`src/rtl/fic_pkg.sv`:
```
package fic_pkg;
    typedef enum logic [2:0] {
        ST_RUN,
        ST_MISS_REQ,
        ST_MISS_WAIT,
        ST_FILL,
        ST_RESTART
    } fic_state_e;
endpackage

```
`src/rtl/fic_fetch_path.sv`:
```
module fic_fetch_path #(
    parameter int          ADDR_W   = 32,
    parameter int          DATA_W   = 32,
    parameter int unsigned RESET_PC = 0
) (
    input  logic              clk,
    input  logic              rst_n,
    input  logic              run_i,
    input  logic              cache_hit_i,
    input  logic [DATA_W-1:0] cache_rdata_i,
    output logic [ADDR_W-1:0] pc_o,
    output logic [ADDR_W-1:0] mar_o,
    output logic [DATA_W-1:0] instr_o,
    output logic              valid_o,
    output logic              miss_o
);
    localparam logic [ADDR_W-1:0] STEP = ADDR_W'(DATA_W / 8);

    typedef struct packed {
        logic [ADDR_W-1:0] pc;
        logic [ADDR_W-1:0] mar;
        logic [DATA_W-1:0] instr;
        logic              hit;
        logic              full;
    } fetch_t;

    fetch_t q, d;
    logic   miss;

    assign miss = run_i && q.full && !q.hit;

    always_comb begin
        d = q;
        if (run_i) begin
            if (miss) begin
                d.pc   = q.pc - STEP;
                d.full = 1'b0;
            end else begin
                d.instr = cache_rdata_i;
                d.hit   = cache_hit_i;
                d.mar   = q.pc;
                d.full  = 1'b1;
                d.pc    = q.pc + STEP;
            end
        end else begin
            d.full = 1'b0;
        end
    end

    always_ff @(posedge clk or negedge rst_n) begin
        if (!rst_n) begin
            q <= '{pc: ADDR_W'(RESET_PC), default: '0};
        end else begin
            q <= d;
        end
    end

    assign pc_o    = q.pc;
    assign mar_o   = q.mar;
    assign instr_o = q.instr;
    assign valid_o = run_i && q.full && q.hit;
    assign miss_o  = miss;


    rewind_chk: assert property (@(posedge clk) disable iff (!rst_n)
        miss |=> (q.pc == $past(q.mar)));


    advance_chk: assert property (@(posedge clk) disable iff (!rst_n)
        (run_i && !miss) |=> (q.pc == $past(q.pc) + STEP && q.mar == $past(q.pc)));


    hold_chk: assert property (@(posedge clk) disable iff (!rst_n)
        !run_i |=> ($stable(q.pc) && $stable(q.mar)));
endmodule

```
`src/rtl/fic_miss_fsm.sv`:
```
module fic_miss_fsm
    import fic_pkg::*;
#(
    parameter int DATA_W = 32
) (
    input  logic              clk,
    input  logic              rst_n,
    input  logic              miss_i,
    input  logic              mem_ready_i,
    input  logic [DATA_W-1:0] mem_rdata_i,
    output logic              run_o,
    output logic              mem_req_o,
    output logic              fill_en_o,
    output logic [DATA_W-1:0] fill_data_o
);
    typedef struct packed {
        fic_state_e        st;
        logic [DATA_W-1:0] line;
    } fsm_t;

    fsm_t q, d;

    always_comb begin
        d = q;
        unique case (q.st)
            ST_RUN:       if (miss_i) d.st = ST_MISS_REQ;
            ST_MISS_REQ:  d.st = ST_MISS_WAIT;
            ST_MISS_WAIT: begin
                if (mem_ready_i) begin
                    d.line = mem_rdata_i;
                    d.st   = ST_FILL;
                end
            end
            ST_FILL:      d.st = ST_RESTART;
            ST_RESTART:   d.st = ST_RUN;
            default:      d.st = ST_RUN;
        endcase
    end

    always_ff @(posedge clk or negedge rst_n) begin
        if (!rst_n) begin
            q <= '{st: ST_RUN, default: '0};
        end else begin
            q <= d;
        end
    end

    assign run_o       = (q.st == ST_RUN);
    assign mem_req_o   = (q.st == ST_MISS_REQ);
    assign fill_en_o   = (q.st == ST_FILL);
    assign fill_data_o = q.line;


    req_pulse_chk: assert property (@(posedge clk) disable iff (!rst_n)
        mem_req_o |=> !mem_req_o);


    capture_chk: assert property (@(posedge clk) disable iff (!rst_n)
        (q.st == ST_MISS_WAIT && mem_ready_i) |=> (fill_en_o && fill_data_o == $past(mem_rdata_i)));


    fill_pulse_chk: assert property (@(posedge clk) disable iff (!rst_n)
        fill_en_o |=> !fill_en_o);


    stray_ready_chk: assert property (@(posedge clk) disable iff (!rst_n)
        (run_o && mem_ready_i) |=> !fill_en_o);
endmodule

```
`src/rtl/ifetch_miss_ctrl.sv`:
```
module ifetch_miss_ctrl #(
    parameter int          ADDR_W   = 32,
    parameter int          DATA_W   = 32,
    parameter int unsigned RESET_PC = 0
) (
    input  logic              clk,
    input  logic              rst_n,
    output logic [ADDR_W-1:0] ic_addr_o,
    input  logic              cache_hit_i,
    input  logic [DATA_W-1:0] cache_rdata_i,
    output logic [DATA_W-1:0] fd_instr_o,
    output logic              fd_valid_o,
    output logic              stall_o,
    output logic              flush_o,
    output logic              mem_req_o,
    output logic [ADDR_W-1:0] mem_addr_o,
    input  logic              mem_ready_i,
    input  logic [DATA_W-1:0] mem_rdata_i,
    output logic              fill_en_o,
    output logic [ADDR_W-1:0] fill_addr_o,
    output logic [DATA_W-1:0] fill_data_o
);
    logic              run;
    logic              miss;
    logic [ADDR_W-1:0] mar;

    fic_fetch_path #(
        .ADDR_W  (ADDR_W),
        .DATA_W  (DATA_W),
        .RESET_PC(RESET_PC)
    ) u_fetch (
        .clk          (clk),
        .rst_n        (rst_n),
        .run_i        (run),
        .cache_hit_i  (cache_hit_i),
        .cache_rdata_i(cache_rdata_i),
        .pc_o         (ic_addr_o),
        .mar_o        (mar),
        .instr_o      (fd_instr_o),
        .valid_o      (fd_valid_o),
        .miss_o       (miss)
    );

    fic_miss_fsm #(
        .DATA_W(DATA_W)
    ) u_fsm (
        .clk        (clk),
        .rst_n      (rst_n),
        .miss_i     (miss),
        .mem_ready_i(mem_ready_i),
        .mem_rdata_i(mem_rdata_i),
        .run_o      (run),
        .mem_req_o  (mem_req_o),
        .fill_en_o  (fill_en_o),
        .fill_data_o(fill_data_o)
    );

    assign stall_o     = !run || miss;
    assign flush_o     = miss;
    assign mem_addr_o  = mar;
    assign fill_addr_o = mar;


    flush_squash_chk: assert property (@(posedge clk) disable iff (!rst_n)
        flush_o |-> (stall_o && !fd_valid_o));


    valid_flow_chk: assert property (@(posedge clk) disable iff (!rst_n)
        fd_valid_o |-> !stall_o);


    restart_chk: assert property (@(posedge clk) disable iff (!rst_n)
        fill_en_o |=> stall_o ##1 !stall_o);
endmodule

```
`config.mk`:
```
export PLATFORM = sky130hd
export DESIGN_NAME = ifetch_miss_ctrl
export DESIGN_NICKNAME = d
export VERILOG_FILES = /design/src/rtl/fic_pkg.sv /design/src/rtl/fic_fetch_path.sv /design/src/rtl/fic_miss_fsm.sv /design/src/rtl/ifetch_miss_ctrl.sv
export SDC_FILE = /design/constraint.sdc
export NUM_CORES = 1
export LEC_CHECK = 0
export ABC_CLOCK_PERIOD_IN_PS = 3600
export BUFFER_PORTS_ARGS = -buffer_cell sky130_fd_sc_hd__buf_2
export CAP_MARGIN = 20
export CORE_UTILIZATION = 40
export CTS_CLUSTER_DIAMETER = 60
export DETAILED_ROUTE_END_ITERATION = 10
export PLACE_DENSITY = 0.67
export SYNTH_ARGS = -nofsm -noshare
export SYNTH_HDL_FRONTEND = slang
export SYNTH_HIERARCHICAL = 1
export SYNTH_SLANG_ARGS = --single-unit
```
`constraint.sdc`:
```
create_clock -name clk -period 3.6 [get_ports clk]
set_input_delay 0.36 -clock clk [delete_from_list [all_inputs] [get_ports clk]]
set_output_delay 0.36 -clock clk [all_outputs]
set_load 0.02 [all_outputs]
```
==> out/qor.csv <==
metric,value,unit
cts_num_sinks,129,
num-fill-cells,1811,
static-leakage-power,4.17,nW
max_slew.worst_pin.slew,0.890,ns
die-height,140,um
routabilityCongestion,0.851,
powerDensity,1060,nW/um2
drc,0,
synth_area,7590,um2
final-hold-violation-count,0,
worstPathRequired,3.89,ns
number_of_vias_in_the_routed_layout,5610,
syn-instance-count,827,
sequential_cell_area,3230,um2
ys_seq_elements,129,
drv_cap,0,
grt_setup_unrepaired,no,
vdd.ir_drop.worst,0.000492,V
die-width,140,um
asyncSetResetFlopFracSynth,100,%
max_freq,313,MHz
post-cts-setup-buffer-count,0,
synth_seq_area_share,42.5,%
post_cts_hold_buffer_count,0,
worstReg2RegStart,u_fsm/q[34],
post_dp_cell_area,7640,um2
via_per_inst,5.01,
max_slew_margin,40.7,%
fin_tns_setup,0,ns
top_level_ports,233,
finalInstanceArea,8250,um2
synth_largest_area_cell,dfrtp_1,
final_nets,942,
drt_pass1_iterations,5,
netSwitchingFraction,45.7,%
multiInputGateArea,2890,um2
clkSlewWorstSetupHoldPaths,0.06,ns
combinationalPowerShare,47.9,%
clockBufferDepth,2,
timing.final.max_slew_violations,0,
netlist_top_cells_area,"dfrtp_1 43%, buf_4 16%, nand2_1 11%",
reg2reg_setup_slack,0.41,ns
initial_antenna_violation_count,0,
worst-setup-path-type,reg2reg,
min-delay-path-class,in2async,
first_global_vias,5097,
r2r-end,u_fetch/pc_o[16],
cts_resized,0,
clock_latency_on_the_worst_skew_pair,0.42,ns
place_hpwl,11600,um
post-place-ws,0.472,ns
std_cell_rows,50,
post-synth-top-area-fraction,42.5,%
grt_first_pass_wirelength,27600,um
largest_net_degree_at_the_start_of_global_routing,96,
worstPathArrival,3.49,ns
most_frequent_standard_cell_in_the_layout_excluding_fill_and_tap_cells,buf_2,
initial_core_utilization,40.7,%
drc_marker_count_from_the_first_detailed_route_iteration,402,
yosys.cell_types.count,60,
dominantRegCellSynth,dfrtp_1,
grt_remaining_overflow,0,
tritoncts_clock_tree,yes,
ff2ff_path_depth,10,
h_tree_levels,4,
num_antenna_cells,0,
wire_length_per_cell,15.5,um
skew,0.00760,ns
power,0.00879,W
final_min_period_over_clock_period,88.7,%
critical_path.endpoint_type,flip-flop,
route.final.wire_length,17300,um
critPathMaxFanout,7,
setup_violating_endpoint_count_in_the_final_report,0,
outcome,finished clean,
ys.warnings.count,6,
power_frac_clock,20.2,%
critical_path.startpoint_type,flip-flop,
final.setup.worst_slack,0.407,ns
p_seq_share,31.9,%
core_region_area,18600,um2
syn-mean-instance-area,9.18,um2
route.antenna.remaining_nets,0,
grt.total_usage,18.0,%
intPower,0.00477,W
sw_pwr,0.00402,W
fp.dieArea,19500,um2
synth_edf_count,0,
io_buffers,226,
areaGrowthSynthToFinish,8.67,%
fraction_of_layout_cells_with_a_size_suffix_above_1,35.9,%
layout_min_cycle_time,3.19,ns
crit_start,u_fsm/q[34],
cts-buffers-inserted,17,
clock_tree_root_driver_cell,clkbuf_16,
fin_worst_hold_slack,0.0261,ns
most-common-layout-cells,"225 x buf_2, 213 x nand2_1, 129 x dfrtp_1",
## power by group through the flow
stage               sequential, W  clock, W  combinational, W
floorplan                 0.00245         0           0.00434
global placement          0.00280         0           0.00418
detailed placement        0.00283         0           0.00421
CTS                       0.00281   0.00185           0.00423
global route              0.00292   0.00190           0.00458
finish                    0.00280   0.00178           0.00421
## cell families (layout without fill, tap and decap cells)
logic type | Yosys count | after routing | synth area share (%)
and+or+nand+nor | 351 | 351 | 21.1
buffers and inverters | 216 | 271 | 19.9
DFF | 129 | 129 | 42.5
AOI/OAI and AO/OA | 58 | 58 | 5.36
muxes | 43 | 43 | 7.71
xor gates and xnor gates | 28 | 28 | 3.23
adders and majority gates | 1 | 1 | 0.165
other | 1 | 4 | 0.0494
## layout make-up
type	instances	share of cell area [%]
clock buffer	19	5.49
clock inverter	12	1.93
inverter	4	0.182
multi-input combinational	485	35.0
sequential	129	39.1
tap	234	3.55
timing repair buffer	236	14.7
## worst max-delay path by stage
| stage | slack [ns] | end | cells after the start |
|---|---|---|---|
| after floorplan | 0.04 | u_fetch/pc_o[16] | 15 |
| after global placement | 0.55 | u_fetch/pc_o[16] | 10 |
| after detailed placement | 0.47 | u_fetch/pc_o[16] | 10 |
| after CTS | 0.46 | u_fetch/pc_o[16] | 10 |
| after global routing | 0.25 | u_fetch/pc_o[20] | 10 |
| final | 0.41 | u_fetch/pc_o[16] | 10 |
## registers in the layout, summed over array words and instances (netlist names)
signal             count
u_fetch/instr_o       32
u_fsm/fill_data_o     32
u_fetch/mar_o         30
u_fetch/pc_o          30
u_fsm/q                3
u_fetch/q              2
## worst max-delay path: stages, from the launching register on
cell and delay, ns:
dfrtp_1 0.47, nor3_2 0.36, nand3b_1 0.19, xnor2_1 0.17, ha_1 0.26, or4_4 0.48, o41a_1 0.40, nor2_1 0.29
mux2i_1 0.22, nand2_1 0.09, xnor2_1 0.14
## routing by layer
layer	global-route usage [%]	part of all wire, %	vias up	wire length [um]
met4	5.67	1.7	0	286
met3	4.75	7.8	25	1350
met1	24.1	45	2634	7720
met2	28.4	46	278	7960
li1	-	-	2673	-
met5	0	0	-	0
## metrics by stage
stage          cells  util, %
6_report        1119     44.3
5_1_grt         1119     44.3
4_1_cts         1119     44.3
3_5_place_dp    1088     41.0
3_3_place_gp    1088     41.0
2_1_floorplan    830        -
## synthesized netlist by cell type (4+ instances only)
cell type	count
clkbuf_1	29
and3_1	6
buf_1	5
nand3_1	19
mux2i_1	9
buf_4	164
mux2_2	4
nand2_1	214
or3_1	5
mux2_4	30
nand4_1	11
nor3_1	19
nor2_1	26
nand3b_1	4
buf_2	5
or4_1	7
xnor2_1	22
inv_1	4
a21oi_1	10
nor4_1	12
dfrtp_1	129
xor2_1	6
o21ai_0	20
nand2b_1	4
o31ai_1	4
Power figures use the tool's default switching activity.
